===== src/rtl/potbank.sv =====
module potbank #(
  parameter int NCH = 4,
  parameter int NREG = 4,
  parameter int W = 8,
  parameter int PROG_CYCLES = 250000
) (
  input  logic                     clk,
  input  logic                     rst_n,
  input  logic                     wp_n,
  input  logic                     cmd_valid,
  input  logic [3:0]               cmd_op,
  input  logic [$clog2(NREG)-1:0]  cmd_reg,
  input  logic [$clog2(NCH)-1:0]   cmd_ch,
  input  logic [W-1:0]             cmd_data,
  output logic [NCH*W-1:0]         tap_sel,
  output logic [W-1:0]             rd_data,
  output logic                     rd_valid,
  output logic                     busy,
  output logic                     reject
);
  localparam int CW = $clog2(NCH);
  localparam int RW = $clog2(NREG);
  localparam int BW = $clog2(PROG_CYCLES + 1);

  localparam logic [3:0] OP_RD_WIP = 4'b1001;
  localparam logic [3:0] OP_WR_WIP = 4'b1010;
  localparam logic [3:0] OP_RD_STO = 4'b1011;
  localparam logic [3:0] OP_WR_STO = 4'b1100;
  localparam logic [3:0] OP_STO2W  = 4'b1101;
  localparam logic [3:0] OP_W2STO  = 4'b1110;
  localparam logic [3:0] OP_GSTO2W = 4'b0001;
  localparam logic [3:0] OP_GW2STO = 4'b1000;

  logic [W-1:0]  wiper [NCH];
  logic [W-1:0]  store [NCH][NREG];
  logic [BW-1:0] prog_cnt;

  logic take, nv_op, nv_go, refuse, is_read;

  assign busy    = prog_cnt != '0;
  assign take    = cmd_valid && !busy;
  assign nv_op   = cmd_op == OP_WR_STO || cmd_op == OP_W2STO || cmd_op == OP_GW2STO;
  assign nv_go   = rst_n && take && nv_op && wp_n;
  assign refuse  = cmd_valid && (busy || (nv_op && !wp_n));
  assign is_read = cmd_op == OP_RD_WIP || cmd_op == OP_RD_STO;

  genvar g;
  generate
    for (g = 0; g < NCH; g++) begin : g_tap
      assign tap_sel[g*W +: W] = wiper[g];
    end
  endgenerate

  always_ff @(posedge clk) begin
    for (int c = 0; c < NCH; c++) begin
      if (!rst_n) begin
        wiper[c] <= store[c][0];
      end else if (take) begin
        case (cmd_op)
          OP_WR_WIP: if (cmd_ch == CW'(c)) wiper[c] <= cmd_data;
          OP_STO2W:  if (cmd_ch == CW'(c)) wiper[c] <= store[c][cmd_reg];
          OP_GSTO2W: wiper[c] <= store[c][cmd_reg];
          default: ;
        endcase
      end
    end
  end

  always_ff @(posedge clk) begin
    for (int c = 0; c < NCH; c++) begin
      for (int r = 0; r < NREG; r++) begin
        if (nv_go && cmd_reg == RW'(r)) begin
          case (cmd_op)
            OP_WR_STO: if (cmd_ch == CW'(c)) store[c][r] <= cmd_data;
            OP_W2STO:  if (cmd_ch == CW'(c)) store[c][r] <= wiper[c];
            OP_GW2STO: store[c][r] <= wiper[c];
            default: ;
          endcase
        end
      end
    end
  end

  always_ff @(posedge clk) begin
    if (!rst_n)          prog_cnt <= '0;
    else if (nv_go)      prog_cnt <= BW'(PROG_CYCLES);
    else if (busy)       prog_cnt <= prog_cnt - 1'b1;
  end

  always_ff @(posedge clk) begin
    if (!rst_n) begin
      rd_valid <= 1'b0;
      rd_data  <= '0;
      reject   <= 1'b0;
    end else begin
      rd_valid <= take && is_read;
      reject   <= refuse;
      if (take && is_read)
        rd_data <= (cmd_op == OP_RD_WIP) ? wiper[cmd_ch] : store[cmd_ch][cmd_reg];
    end
  end
endmodule


===== config.mk =====
export PLATFORM = sky130hd
export DESIGN_NAME = potbank
export DESIGN_NICKNAME = d
export VERILOG_FILES = /design/src/rtl/potbank.sv
export SDC_FILE = /design/constraint.sdc
export NUM_CORES = 1
export LEC_CHECK = 0
export BUFFER_PORTS_ARGS = -buffer_cell sky130_fd_sc_hd__buf_2
export CORE_MARGIN = 2
export CORE_UTILIZATION = 35
export DETAILED_ROUTE_END_ITERATION = 8
export HOLD_SLACK_MARGIN = 0.06
export PLACE_DENSITY = 0.6
export SETUP_SLACK_MARGIN = 0.5
export SYNTH_ARGS = -nofsm -noshare
export SYNTH_HDL_FRONTEND = slang
export SYNTH_SLANG_ARGS = --single-unit
export TNS_END_PERCENT = 5

===== constraint.sdc =====
create_clock -name clk -period 3.9 [get_ports clk]
set_input_delay 0.39 -clock clk [delete_from_list [all_inputs] [get_ports clk]]
set_output_delay 0.39 -clock clk [all_outputs]
set_load 0.01 [all_outputs]

; ---- Yosys cells after proc, flatten, opt, wreduce, memory -nomap -nowiden
; Memory sizes are Yosys's and may differ from the RTL's.
; Cells that the tools add are included.
[word_totals]
register_bits = 28
ramBits = 160
in_bits = 20
out_inout_bits = 43
elab_cells = 275
memories = 2
[memory_table]
columns = name, words, width, read_ports, rd_ports_with_merged_regs, wr, line
row1 = store, 4, 32, 5, 0, 4, 35  ; logic [W-1:0] store [NCH][NREG];
row2 = wiper, 4, 8, 5, 0, 4, 34  ; logic [W-1:0] wiper [NCH];
[classes]
n_addsub = 1
magnitude_cmp = 1
eq_ne = 14
muxes = 184
bitwise_logic = 46
n_reduce_logical = 22
[ops]
columns = operator, count
row1 = two-way mux 8 bit, 55
row2 = two-way mux 1 bit, 122
row3 = binary-select mux 8 bit (select 2 bit), 5
row4 = bitwise OR 1 bit, 44
row5 = two-way mux 18 bit, 2
row6 = == test 4 bit (second input constant), 7
row7 = nonzero test 18 bit, 1
row8 = subtractor 18 x 1 -> 18 bit (second input constant), 1
row9 = logical AND 1 bit, 11
row10 = == test 2 bit (second input constant), 4
row11 = == test 2 x 1 -> 1 bit (second input constant), 2
row12 = == test 4 x 1 -> 1 bit (second input constant), 1
row13 = zero test 2 bit, 2
row14 = logical OR 1 bit, 4
row15 = >= comparator 3 bit (second input constant), 1
row16 = inverter 2 -> 3 bit, 1
row17 = zero test 1 bit, 2
row18 = nonzero test 2 bit, 1
row19 = OR reduction 2 bit, 1
row20 = inverter 1 bit, 1

; ---- Logic depth before layout (Yosys ltp)
[depth]
depth_word = 11
mapped_depth = 9
ltp_nobuf = 8

; ---- Worst setup path before layout
; No wires, ideal clock.
[synth_timing]
path_kind = in2reg
startpoint = input cmd_reg[0]
endpoint = memory store[0][24] in the netlist's numbering, enable pin
setup_ns = 0.370
arrival_time_ns = 2.439
required_time_ns = 3.530
setup_slack_ns = 1.090
cell_stages = 6
n_path_buf = 3
cell_sequence = buf_2 > buf_1 > buf_1 > nor2_1 > nand4_1 > nor2_1
[synth_lines]
columns = element, line
row1 = from (decl), 12  ; input logic [$clog2(NREG)-1:0] cmd_reg,
row2 = to (decl), 35

==> reports/metrics.csv <==
stage;metric;value;unit
run_status;status;completed;
flow_run;drv_cap;0;
cts;cts_inserted_buffers;17;
critical_path;r2r_start;prog_cnt[8]$_SDFFE_PP0P_;
global_route;overflow;0;
critical_path;path_cells;or4_1 > nor4_4 > and2_1 > nand4_1 > nor2_1;
yosys;synth_top_family_by_area;multiplexers;
routing;via_per_inst;5.65;
sta;maxSlewHeadroom;46.6;%
cts;h-tree-depth;4;
final_layout;regArea;0.00537;mm2
power_and_ir_drop;p_per_area;436;mW/mm2
placed_design;io_buffers;62;
global_route;grt_pass1_vias;6875;
critical_path;rr_endpoint;store[3][7]$_DFFE_PP_;
power_and_ir_drop;internal-power;3650;uW
hold_path;holdPathEnd;prog_cnt[14]$_SDFFE_PN0P_;
hold_path;whs_path_depth;2;
routing;routed_wl;29300;um
power_and_ir_drop;swShare;29.6;%
cts;clockRootBuffer;clkbuf_16;
die;io_pins;63;
yosys;postSynth.asyncResetShare;0;%
critical_path;cp.arrival;3.26;ns
critical_path;required;3.97;ns
sta;finalSetupViolCount;0;
power_and_ir_drop;combPwrFrac;19.8;%
yosys;muxShareOfSynthArea;30.1;%
power_and_ir_drop;max-vdd-ir-drop;0.275;mV
sta;tns;0;ns
critical_path;path_class;register to register;
routing;num_vias;6900;
critical_path;critPathSlowestCell;nor2_1;
cts;cts-resized-gates;0;
yosys;synth-edff-count;160;
power_and_ir_drop;switching_power;1540;uW
die;fp.dieW;177;um
power_and_ir_drop;p_leak;0.00413;uW
final_layout;fillers;2734;
yosys;postSynthRegisterBits;188;
yosys;syn-num-nets;778;
critical_path;critPathLaunchType;register;
cts;clk_path_buf_depth;2;
yosys;syn_avg_cell_area;13.9;um2
placed_design;place_inst;1189;
sta;rsz0062_at_grt;false;
routing;drt_iter0_drc;676;
power_and_ir_drop;pwr-share-seq;45.8;%
cts;clkLatencyLatePin;0.44;ns
global_route;track_usage;19.3;%
sta;worst_pin_slew;0.780;ns
critical_path;cp-startpoint;prog_cnt[8]$_SDFFE_PP0P_;
final_layout;area_growth;13.6;%
die;core_area;0.0296;mm2
placed_design;gp_congestion;0.875;
global_route;antenna_found_initial;0;
cts;clock_sinks;188;
routing;wl_per_cell;24.0;um
sta;skew;0.0109;ns
sta;fmax;314;MHz
die;num_rows;63;
critical_path;cpPeakStageDelay;0.70;ns
yosys;seq_area_frac_synth;51.2;%
final_layout;diodes;0;
yosys;syn_area;0.0105;mm2
hold_path;hold_path_class;input pin to register;
global_route;grt_first_pass_wirelength;44200;um
routing;drc;0;
final_layout;layout_commonest_cell;edfxtp_1;
yosys;synthAdderAreaFrac;0.239;%
placed_design;dp_hpwl;20800;um
cts;post_cts_buffers;0;
hold_path;worstHoldStart;rst_n;
final_layout;instances_no_fill;1221;
yosys;synth_cell_type_count;59;
sta;finalCritPeriodShare;81.7;%
final_layout;nNetsFinal;840;
critical_path;reg2regPathDepth;5;
sta;timing.final.hold_violations;0;
final_layout;final_cell_mix;edfxtp_1 (160), mux2_2 (141), buf_2 (62);
global_route;grt_max_degree;32;
critical_path;reg2reg_slack;0.71;ns
routing;antenna_left;0;
yosys;ys.flop_type;edfxtp_1;
yosys;synth_xor_area_share;0.920;%
power_and_ir_drop;p_clk_share;34.4;%
sta;maxSlewViolCount;0;
yosys;synth_compound_area_share;4.61;%
cts;clk_pin_slew_worst_paths;0.07;ns
critical_path;endpoint_kind;register;
die;start_util;35.4;%
yosys;yosys.area_share.simple;10.6;%
final_layout;multi_input_area;0.00487;mm2
cts;cts_tree;done;
die;dieHeight;177;um
sta;post-route-min-period;3.19;ns
yosys;yosys_warnings;0;
final_layout;layout-drive-gt1-share;40.4;%
yosys;synth_cells;756;
routing;dr.pass1.iters;5;
cts;ctsHoldBuffers;0;
die;die_area;0.0313;mm2
critical_path;crit_path_max_fanout;10;
-- critical path: cells and delay by family (launching register included) --
family | cells | cell delay, ns
flip-flops | 1 | 0.35
AND/OR/NAND/NOR | 5 | 2.48
-- per-layer routing --
layer	global-route usage [%]	up-vias	wire (um)
li1	-	3102	-
met1	26.4	3559	13200
met2	31.5	212	14000
met3	3.35	27	1420
met4	5.58	0	643
met5	0	-	0
-- state kept, by name (all words and copies together) (netlist names) --
name and flops:
prog_cnt 18, rd_data 8, rd_valid 1, reject 1, store 128, wiper 32
-- power groups by stage --
stage	clock, uW	sequential (uW)	combinational (uW)
detailed placement	0	2420	1010
global route	1880	2390	1130
finish	1780	2380	1030
CTS	1800	2380	1020
global placement	0	2420	1010
floorplan	0	2380	761
-- cells by family after synthesis --
family	after synthesis
mux	234
simple gates	190
flops	188
compound gates	73
buf+inv	58
xor+xnor	11
fa+ha+maj	2
-- cell type report --
| class | count | share of cell area [%] |
|---|---|---|
| repair buffers | 93 | 4.67 |
| well taps | 390 | 4.10 |
| clock buffers | 18 | 3.61 |
| multi-input cells | 510 | 40.9 |
| flip-flops and latches | 188 | 45.1 |
| inverters | 8 | 0.252 |
| clock inverters | 14 | 1.33 |
-- worst max path at each step --
stage	depth (start not counted)	slack (ns)	to
after global placement	5	0.85	store[3][19]$_DFFE_PP_
after floorplan	6	1.09	store[0][24]$_DFFE_PP_
final	5	0.71	store[3][7]$_DFFE_PP_
after detailed placement	5	0.74	store[3][3]$_DFFE_PP_
after CTS	5	0.73	store[3][7]$_DFFE_PP_
after global routing	5	0.59	store[1][19]$_DFFE_PP_
-- cells in the mapped netlist, types with 3 or more instances --
| cell | n | area share [%] |
|---|---|---|
| nand2_1 | 32 | 1.1 |
| a21oi_1 | 30 | 1.4 |
| buf_1 | 12 | 0.43 |
| nand3_2 | 5 | 0.48 |
| mux2i_1 | 35 | 3.3 |
| nor4_1 | 5 | 0.30 |
| or4_1 | 4 | 0.29 |
| xnor2_1 | 8 | 0.67 |
| a32oi_1 | 7 | 0.59 |
| nor2b_1 | 6 | 0.36 |
| nor2_1 | 60 | 2.2 |
| edfxtp_1 | 160 | 46 |
| nand3_4 | 10 | 1.7 |
| inv_1 | 7 | 0.25 |
| o21ai_0 | 8 | 0.38 |
| nand2b_1 | 11 | 0.66 |
| mux2_2 | 141 | 15 |
| mux4_2 | 50 | 11 |
| o211ai_1 | 4 | 0.29 |
| mux2_1 | 8 | 0.86 |
| and2_1 | 5 | 0.30 |
| nand3_1 | 13 | 0.62 |
| dfxtp_1 | 28 | 5.4 |
| or3_1 | 4 | 0.24 |
| o2111ai_1 | 5 | 0.42 |
| a211oi_1 | 3 | 0.22 |
| nor3_1 | 6 | 0.29 |
| nand4_1 | 13 | 0.78 |
| xor2_1 | 3 | 0.25 |
| buf_2 | 3 | 0.14 |
| clkbuf_1 | 32 | 1.1 |
| o21a_1 | 3 | 0.22 |
-- per-stage QoR --
stage / cell area (um2) / util [%] / hold WS, ns / power, uW / worst slack (ns)
after floorplan: 10500 / - / 0.464 / 3140 / 1.09
after global placement: 11300 / 38.3 / 0.487 / 3430 / 0.853
after detailed placement: 11300 / 38.3 / 0.484 / 3440 / 0.738
after CTS: 11900 / 40.2 / 0.328 / 5200 / 0.735
after global routing: 11900 / 40.2 / 0.345 / 5400 / 0.588
final: 11900 / 40.2 / 0.345 / 5190 / 0.712
Power figures use the tool's default switching activity.
